--- src/rtl/autobaud_uart.sv ---
module autobaud_uart #(
  parameter int CNT_W = 21
) (
  input  logic       clk,
  input  logic       rst_n,
  input  logic       two_stop,
  input  logic       rxd,
  output logic [7:0] rx_data,
  output logic       rx_valid,
  input  logic       rx_ready,
  output logic       frame_err,
  input  logic [7:0] tx_data,
  input  logic       tx_valid,
  output logic       tx_ready,
  output logic       txd
);
  localparam logic [CNT_W-1:0] CNT_MAX = '1;

  typedef enum logic [2:0] {RX_IDLE, RX_MEAS, RX_START, RX_DATA, RX_STOP} rx_st_t;

  function automatic logic [CNT_W-1:0] half_m1(input logic [CNT_W-1:0] p);
    logic [CNT_W-1:0] h;
    h = p >> 1;
    return (h == '0) ? '0 : h - 1'b1;
  endfunction

  logic [1:0]       rx_sync;
  logic             rx_s, rx_prev, fall;
  logic             locked;
  logic [CNT_W-1:0] period, rx_cnt;
  logic [CNT_W-1:0] per_m1;
  rx_st_t           rx_st;
  logic [2:0]       rx_bit;
  logic [7:0]       rx_sh;

  assign rx_s   = rx_sync[1];
  assign fall   = rx_prev & ~rx_s;
  assign per_m1 = period - 1'b1;

  always_ff @(posedge clk) begin
    if (!rst_n) begin
      rx_sync   <= 2'b11;
      rx_prev   <= 1'b1;
      locked    <= 1'b0;
      period    <= '0;
      rx_cnt    <= '0;
      rx_st     <= RX_IDLE;
      rx_bit    <= '0;
      rx_sh     <= '0;
      rx_data   <= '0;
      rx_valid  <= 1'b0;
      frame_err <= 1'b0;
    end else begin
      rx_sync   <= {rx_sync[0], rxd};
      rx_prev   <= rx_s;
      frame_err <= 1'b0;
      if (rx_valid && rx_ready) rx_valid <= 1'b0;
      case (rx_st)
        RX_IDLE: if (fall) begin
          if (locked) begin
            rx_cnt <= half_m1(period);
            rx_st  <= RX_START;
          end else begin
            rx_cnt <= {{(CNT_W-1){1'b0}}, 1'b1};
            rx_st  <= RX_MEAS;
          end
        end
        RX_MEAS: begin
          if (rx_s) begin
            period <= rx_cnt;
            locked <= 1'b1;
            rx_cnt <= half_m1(rx_cnt);
            rx_bit <= '0;
            rx_st  <= RX_DATA;
          end else if (rx_cnt == CNT_MAX) begin
            rx_st <= RX_IDLE;
          end else begin
            rx_cnt <= rx_cnt + 1'b1;
          end
        end
        RX_START: begin
          if (rx_cnt != '0) rx_cnt <= rx_cnt - 1'b1;
          else if (rx_s) rx_st <= RX_IDLE;
          else begin
            rx_cnt <= per_m1;
            rx_bit <= '0;
            rx_st  <= RX_DATA;
          end
        end
        RX_DATA: begin
          if (rx_cnt != '0) rx_cnt <= rx_cnt - 1'b1;
          else begin
            rx_sh  <= {rx_s, rx_sh[7:1]};
            rx_cnt <= per_m1;
            rx_bit <= rx_bit + 1'b1;
            if (rx_bit == 3'd7) rx_st <= RX_STOP;
          end
        end
        RX_STOP: begin
          if (rx_cnt != '0) rx_cnt <= rx_cnt - 1'b1;
          else begin
            if (rx_s) begin
              rx_data  <= rx_sh;
              rx_valid <= 1'b1;
            end else begin
              frame_err <= 1'b1;
            end
            rx_st <= RX_IDLE;
          end
        end
        default: rx_st <= RX_IDLE;
      endcase
    end
  end

  logic             tx_busy;
  logic [10:0]      tx_sh;
  logic [3:0]       tx_bits;
  logic [CNT_W-1:0] tx_cnt;

  assign tx_ready = locked & ~tx_busy;
  assign txd      = tx_busy ? tx_sh[0] : 1'b1;

  always_ff @(posedge clk) begin
    if (!rst_n) begin
      tx_busy <= 1'b0;
      tx_sh   <= '1;
      tx_bits <= '0;
      tx_cnt  <= '0;
    end else if (!tx_busy) begin
      if (tx_valid && tx_ready) begin
        tx_busy <= 1'b1;
        tx_sh   <= {2'b11, tx_data, 1'b0};
        tx_bits <= two_stop ? 4'd10 : 4'd9;
        tx_cnt  <= per_m1;
      end
    end else if (tx_cnt != '0) begin
      tx_cnt <= tx_cnt - 1'b1;
    end else if (tx_bits == '0) begin
      tx_busy <= 1'b0;
    end else begin
      tx_sh   <= {1'b1, tx_sh[10:1]};
      tx_bits <= tx_bits - 1'b1;
      tx_cnt  <= per_m1;
    end
  end
endmodule

--- config.mk ---
export PLATFORM = sky130hd
export DESIGN_NAME = autobaud_uart
export DESIGN_NICKNAME = d
export VERILOG_FILES = /design/src/rtl/autobaud_uart.sv
export SDC_FILE = /design/constraint.sdc
export NUM_CORES = 1
export LEC_CHECK = 0
export ABC_AREA = 0
export BUFFER_PORTS_ARGS = -buffer_cell sky130_fd_sc_hd__clkbuf_2
export CAP_MARGIN = 25
export CORE_AREA = 10 10 113 141
export DETAILED_ROUTE_END_ITERATION = 8
export DIE_AREA = 0 0 123 151
export PLACE_DENSITY = 0.72
export SLEW_MARGIN = 15
export SYNTH_ARGS = -nofsm -noshare
export SYNTH_HDL_FRONTEND = slang
export SYNTH_SLANG_ARGS = --single-unit
--- constraint.sdc ---
create_clock -name clk -period 3.5 [get_ports clk]
set_clock_uncertainty 0.15 [all_clocks]
set_input_delay 0.7 -clock clk [delete_from_list [all_inputs] [get_ports clk]]
set_output_delay 0.7 -clock clk [all_outputs]
set_load 0.01 [all_outputs]
# --- Word-level counts from Yosys, hierarchy flattened ---
# Index checks and enable logic that the tools add are counted.
totals:
  regBits: 107
  input_bits: 14
  output_inout_bits: 12
  wordCells: 119
classes:
  n_addsub: 8
  eq_ne: 20
  n_mux: 49
  n_bitwise: 7
  reduce_logical: 20
ops:
  columns: ["cell", "count"]
  rows:
  - ["$mux W21", 14]
  - ["$pmux W21 S5", 1]
  - ["$sub A21 B1 Y21 const B", 3]
  - ["$mux W11", 4]
  - ["$logic_not A21 Y1", 2]
  - ["$reduce_bool A21 Y1", 2]
  - ["$sub A20 B1 Y21 const B", 2]
  - ["$mux W3", 11]
  - ["$add A21 B1 Y21 const B", 1]
  - ["$eq A21 B21 Y1 const B", 1]
  - ["$ne A2 B2 Y1 const B", 10]
  - ["$mux W4", 4]
  - ["$pmux W3 S5", 1]
  - ["$ne A3 B3 Y1 const B", 4]
  - ["$mux W1", 10]
  - ["$reduce_and A5 Y1", 2]
  - ["$pmux W3 S3", 1]
  - ["$eq A3 B2 Y1 const B", 2]
  - ["$eq A3 B3 Y1 const B", 2]
  - ["$mux W2", 3]
  - ["$reduce_and A2 Y1", 3]
  - ["$reduce_and A3 Y1", 2]
  - ["$reduce_and A6 Y1", 1]
  - ["$not A1 Y1", 5]
  - ["other kinds (11)", 13]

# --- Longest topological paths before layout ---
depth:
  depth_word: 5
  mapped_depth: 10
  ltp_nobuf: 8

# --- Worst setup path before layout ---
# OpenSTA, ideal clock, no wires.
synth_timing:
  kind: "register to register"
  from: "reg period[2]"
  to: "reg rx_cnt[11]"
  setup_time_ns: 0.130
  t_arrival_ns: 2.516
  required_time_ns: 3.220
  setup_slack_ns: 0.705
  stages_incl_launch_ff: 10
  n_path_buf: 1
  period_less_slack_ns: 2.795
  cell_sequence: "dfxtp_1 clkbuf_1 inv_1 ha_1 nor3b_1 nand2_1 or4_1 xnor2_1 a2111oi_0 o22ai_1"
synth_via:
  elab_chain_len: 5
  elab_cells_between_ends: 10
  cone_classes: "add/sub (2); mux (7); reduce/logical (1)"
synth_lines:
  columns: ["item", "line", "rtl"]
  rows:
  - ["start, declared", "30", "logic [CNT_W-1:0] period, rx_cnt;"]
  - ["start signal, assigned", "70", "period <= rx_cnt;"]
  - ["$sub A20 B1 Y21 or $logic_not A21 Y1 (tied branches)", "24", "return (h == '0) ? '0 : h - 1'b1;"]
  - ["$mux W21", "24", null]
  - ["$mux W21", "60", "if (locked) begin"]
  - ["$mux W21", "59", "RX_IDLE: if (fall) begin"]
  - ["$pmux W21 S5 *", "58", "case (rx_st)"]
  - ["end signal, assigned", "61", "rx_cnt <= half_m1(period);"]
  - ["end signal, assigned", "64", "rx_cnt <= {{(CNT_W-1){1'b0}}, 1'b1};"]
  - ["end signal, assigned", "72", "rx_cnt <= half_m1(rx_cnt);"]
  - ["end, declared", "30", null]
# Every way passes the cells marked *; elsewhere a longest branch is shown, timed or not. The select of a mux whose other input is x is not followed.
# A chain may end at the register's enable or synchronous reset.

# --- Worst setup path after layout ---
layout_timing:
  from: "reg rx_cnt[4]"
  to: "reg rx_cnt[8]"
layout_via:
  elab_chain_len: 4
  elab_cells_between_ends: 17
  cone_classes: "add/sub (3); eq/ne (4); mux (7); reduce/logical (3)"
layout_lines:
  columns: ["item", "line", "rtl"]
  rows:
  - ["$add A21 B1 Y21, or another cell as far along", "78", "rx_cnt <= rx_cnt + 1'b1;"]
  - ["$mux W21 (on tied branches)", "75, 24", null]
  - ["$mux W21", "69", "if (rx_s) begin"]
  - ["$pmux W21 S5", "58", null]
# Parallel ways exist; a longest one is shown, timed or not. The select of a mux whose other input is x is not followed.

==> results by group <==
Global routing
  • Overall Global Routing Usage: 23.0%
  • Overall overflow remaining after global route: 0
  • Via count of the first global-routing pass: 6,564
  • Wire length of the first global-routing pass: 34,200 microns
  • Initial antenna violation count: 0
  • Pin count of the biggest net entering global routing: 35

Detailed routing
  • Via density per instance: 6.52
  • Antenna-violating nets left: 0
  • Number of design rule violations left after detail routing: 0
  • Total number of vias: 7,393
  • First DRT Iteration DRCs: 1,036
  • Routed Wire Length: 22,000 microns
  • Average wire per standard cell: 19.4 microns
  • Pre-Repair DR Iteration Count: 6

Status
  • Status: finished clean

Clocking
  • Master cell of the clock root buffer: sky130_fd_sc_hd__clkbuf_16
  • Setup fix buffers added after clock tree synthesis: 0
  • Post-CTS clock slew at the launch and capture registers of the worst setup and hold paths: 80 ps
  • Quantity of hold-fixing buffers added after cts: 0
  • # resized after CTS: 0
  • Max clock buf depth: 2
  • Maximum level of the CTS H-tree: 3
  • TritonCTS clock tree: done
  • Number of sinks handled by clock tree synthesis: 105
  • Insertion delay to the later sink of the worst-skew pair: 360 ps
  • Inserted Clock Buffers: 9

Synth
  • Register bit count reported by yosys: 105
  • Async SR Flop Fraction: 0%
  • Post-Syn Area: 0.00714 sq mm
  • Syn Area/Cell: 7.47 sq um
  • Cell count after synthesis: 957
  • Number of synthesized flops with an enable pin: 0
  • Sequential element share of the synthesized area: 29.4%
  • YS warnings: 0
  • Post-synthesis cell type count: 80
  • Number of nets in the synthesized netlist: 985
  • Most used DFF post-synth: sky130_fd_sc_hd__dfxtp_1

Flow run
  • Max-Cap Viols: 0

Timing
  • Final setup vio count: 0
  • Number of max-slew violations in the final report: 0
  • Transition at the pin with the smallest max-transition slack: 928 ps
  • Highest clock frequency the design can meet: 0.326 GHz
  • Period minus WS final: 3060 ps
  • Setup repair after global routing missed its margin: false
  • Final hold violation count: 0
  • Final clock period utilization by the worst path: 87.5%
  • TNS Setup: 0 ps
  • Max_slew headroom: 38.0%
  • Final worst hold slack: 266 ps

Floorplanning
  • Die outline area: 0.0186 sq mm
  • Number of cell rows: 47
  • Die width: 123 microns
  • Effective utilization at floorplan: 54.5%
  • Count of boundary I/O pins: 26
  • Floorplan Core Area: 0.0131 sq mm
  • Die height: 151 microns

Cells and area
  • Post-layout utilization of the core: 59.5%
  • Fraction of layout instances using a drive strength above 1: 11.7%
  • Ant. Diodes: 0
  • Top library cells by usage in the layout, fill and taps aside: 117 x sky130_fd_sc_hd__nand2_1, 105 x sky130_fd_sc_hd__dfxtp_1, 79 x sky130_fd_sc_hd__nor2_1, 71 x sky130_fd_sc_hd__a21oi_1
  • Final layout net count: 986
  • Final non-filler cell area: 0.00780 sq mm
  • Area Overhead vs Synth: 9.18%
  • Leading cell type in the layout, fill and taps excluded: sky130_fd_sc_hd__nand2_1
  • Post-route non-filler standard cell count: 1,134

Setup path
  • Critical-path maximum fanout: 15
  • Required time at the worst-slack endpoint: 3590 ps
  • Arrival time of data at the critical path endpoint: 3160 ps
  • Kind of capture point of the worst setup path: flip-flop
  • Type of the worst setup path: reg -> reg
  • CP Launch Type: flip-flop

Placement
  • Cell Area, Placed: 0.00751 sq mm
  • HPWL Detailed: 16,000 microns
  • Number of cells in the design after placement: 1,118
  • Final Wtd Congestion: 0.998
  • Number of I/O port buffers: 25

Pwr
  • Pwr/cell area: 1000 mW/mm^2
  • Worst VDD drop: 0.453 mV
  • Leakage power: 0.00298 uW

Hold path
  • Path category of the worst min-delay check: reg -> reg
## cells in the mapped netlist (4+ instances only)
| master | count | share of area (%) |
|---|---|---|
| sky130_fd_sc_hd__a211oi_1 | 15 | 1.6 |
| sky130_fd_sc_hd__a21oi_1 | 71 | 5.0 |
| sky130_fd_sc_hd__a2bb2oi_1 | 4 | 0.49 |
| sky130_fd_sc_hd__a31oi_1 | 12 | 1.1 |
| sky130_fd_sc_hd__and3_1 | 10 | 0.88 |
| sky130_fd_sc_hd__buf_2 | 11 | 0.77 |
| sky130_fd_sc_hd__clkbuf_1 | 61 | 3.2 |
| sky130_fd_sc_hd__dfxtp_1 | 105 | 29 |
| sky130_fd_sc_hd__ha_1 | 14 | 2.5 |
| sky130_fd_sc_hd__inv_1 | 25 | 1.3 |
| sky130_fd_sc_hd__mux2i_1 | 19 | 2.7 |
| sky130_fd_sc_hd__nand2_1 | 117 | 6.1 |
| sky130_fd_sc_hd__nand2b_1 | 8 | 0.70 |
| sky130_fd_sc_hd__nand3_1 | 32 | 2.2 |
| sky130_fd_sc_hd__nand4_1 | 18 | 1.6 |
| sky130_fd_sc_hd__nor2_1 | 79 | 4.2 |
| sky130_fd_sc_hd__nor3_1 | 44 | 3.1 |
| sky130_fd_sc_hd__nor3b_1 | 5 | 0.53 |
| sky130_fd_sc_hd__nor4_1 | 22 | 1.9 |
| sky130_fd_sc_hd__o2111ai_1 | 4 | 0.49 |
| sky130_fd_sc_hd__o211ai_1 | 5 | 0.53 |
| sky130_fd_sc_hd__o21a_1 | 11 | 1.2 |
| sky130_fd_sc_hd__o21ai_0 | 44 | 3.1 |
| sky130_fd_sc_hd__o22ai_1 | 26 | 2.3 |
| sky130_fd_sc_hd__o2bb2ai_1 | 4 | 0.49 |
| sky130_fd_sc_hd__o311ai_0 | 4 | 0.49 |
| sky130_fd_sc_hd__o31a_1 | 6 | 0.74 |
| sky130_fd_sc_hd__o31ai_1 | 5 | 0.53 |
| sky130_fd_sc_hd__or2_2 | 4 | 0.35 |
| sky130_fd_sc_hd__or3_1 | 16 | 1.4 |
| sky130_fd_sc_hd__or3b_2 | 4 | 0.49 |
| sky130_fd_sc_hd__or4_1 | 14 | 1.5 |
| sky130_fd_sc_hd__xnor2_1 | 37 | 4.5 |
| sky130_fd_sc_hd__xor2_1 | 24 | 2.9 |
## cells by family after synthesis
kind of cell / Yosys count / synth area share, %
XOR/XNOR: 61 / 7.48
AO/OA/AOI/OAI: 256 / 23.9
adder cells (fa/ha/maj): 14 / 2.45
flip-flops: 105 / 29.4
multiplexers: 19 / 2.66
AND/OR/NAND/NOR: 400 / 28.4
buffers and inverters: 102 / 5.73
## critical path: stages, from the launching register on
cell and delay (ps):
sky130_fd_sc_hd__dfxtp_1 470, sky130_fd_sc_hd__nor4_2 470, sky130_fd_sc_hd__buf_4 240, sky130_fd_sc_hd__nand3b_1 150, sky130_fd_sc_hd__o21ai_1 550, sky130_fd_sc_hd__buf_4 310
sky130_fd_sc_hd__o22ai_1 80, sky130_fd_sc_hd__a2111oi_1 380, sky130_fd_sc_hd__o22ai_1 120
## path summary, 6_finish.rpt
path,slack [ps],from,to,depth (start not counted)
max,440,rx_cnt[4]$_SDFFE_PN0P_,rx_cnt[8]$_SDFFE_PN0P_,8
max reg2reg,440,rx_cnt[4]$_SDFFE_PN0P_,rx_cnt[8]$_SDFFE_PN0P_,8
min,270,rx_sync[0]$_SDFF_PN1_,rx_sync[1]$_SDFF_PN1_,1
min reg2reg,270,rx_sync[0]$_SDFF_PN1_,rx_sync[1]$_SDFF_PN1_,1
## layout make-up
cell class	count	area, sq um
Sequential cell	105	2100
Fill cell	1224	5310
Clock inverter	7	60.1
Tap cell	171	214
Inverter	25	93.8
Clock buffer	9	225
Multi-Input combinational cell	750	4640
Timing Repair Buffer	67	465
## through the flow
step,power [uW],setup slack (ps)
2_1_floorplan,5330,705
3_3_place_gp,6650,583
3_5_place_dp,6670,538
4_1_cts,7690,501
5_1_grt,8310,304
6_report,7830,436
## registers in the layout, indices dropped and copies added (netlist names)
name and count:
rx_cnt 21, tx_bits 4, locked 1, tx_sh 9, rx_bit 3, tx_busy 1
frame_err 1, rx_st 3, rx_sh 8, rx_valid 1, rx_prev 1, period 21
rx_data 8, rx_sync 2, tx_cnt 21
## power by group
group          switching (uW)  internal, uW  total, uW  leakage (uW)
sequential                364          1420       1780      0.000852
clock                     510           495       1010      0.000131
combinational            3100          1950       5050       0.00200
total                    3970          3860       7830       0.00298
## metal layers
layer / global-route usage [%] / part of all wire, % / vias up
li1: - / - / 3510
met1: 28.2 / 41 / 3442
met2: 38.0 / 47 / 357
met3: 4.17 / 7.4 / 84
met4: 10.9 / 3.9 / 0
met5: 0 / 0 / -
Note: power is estimated with default switching activity, not from simulation.
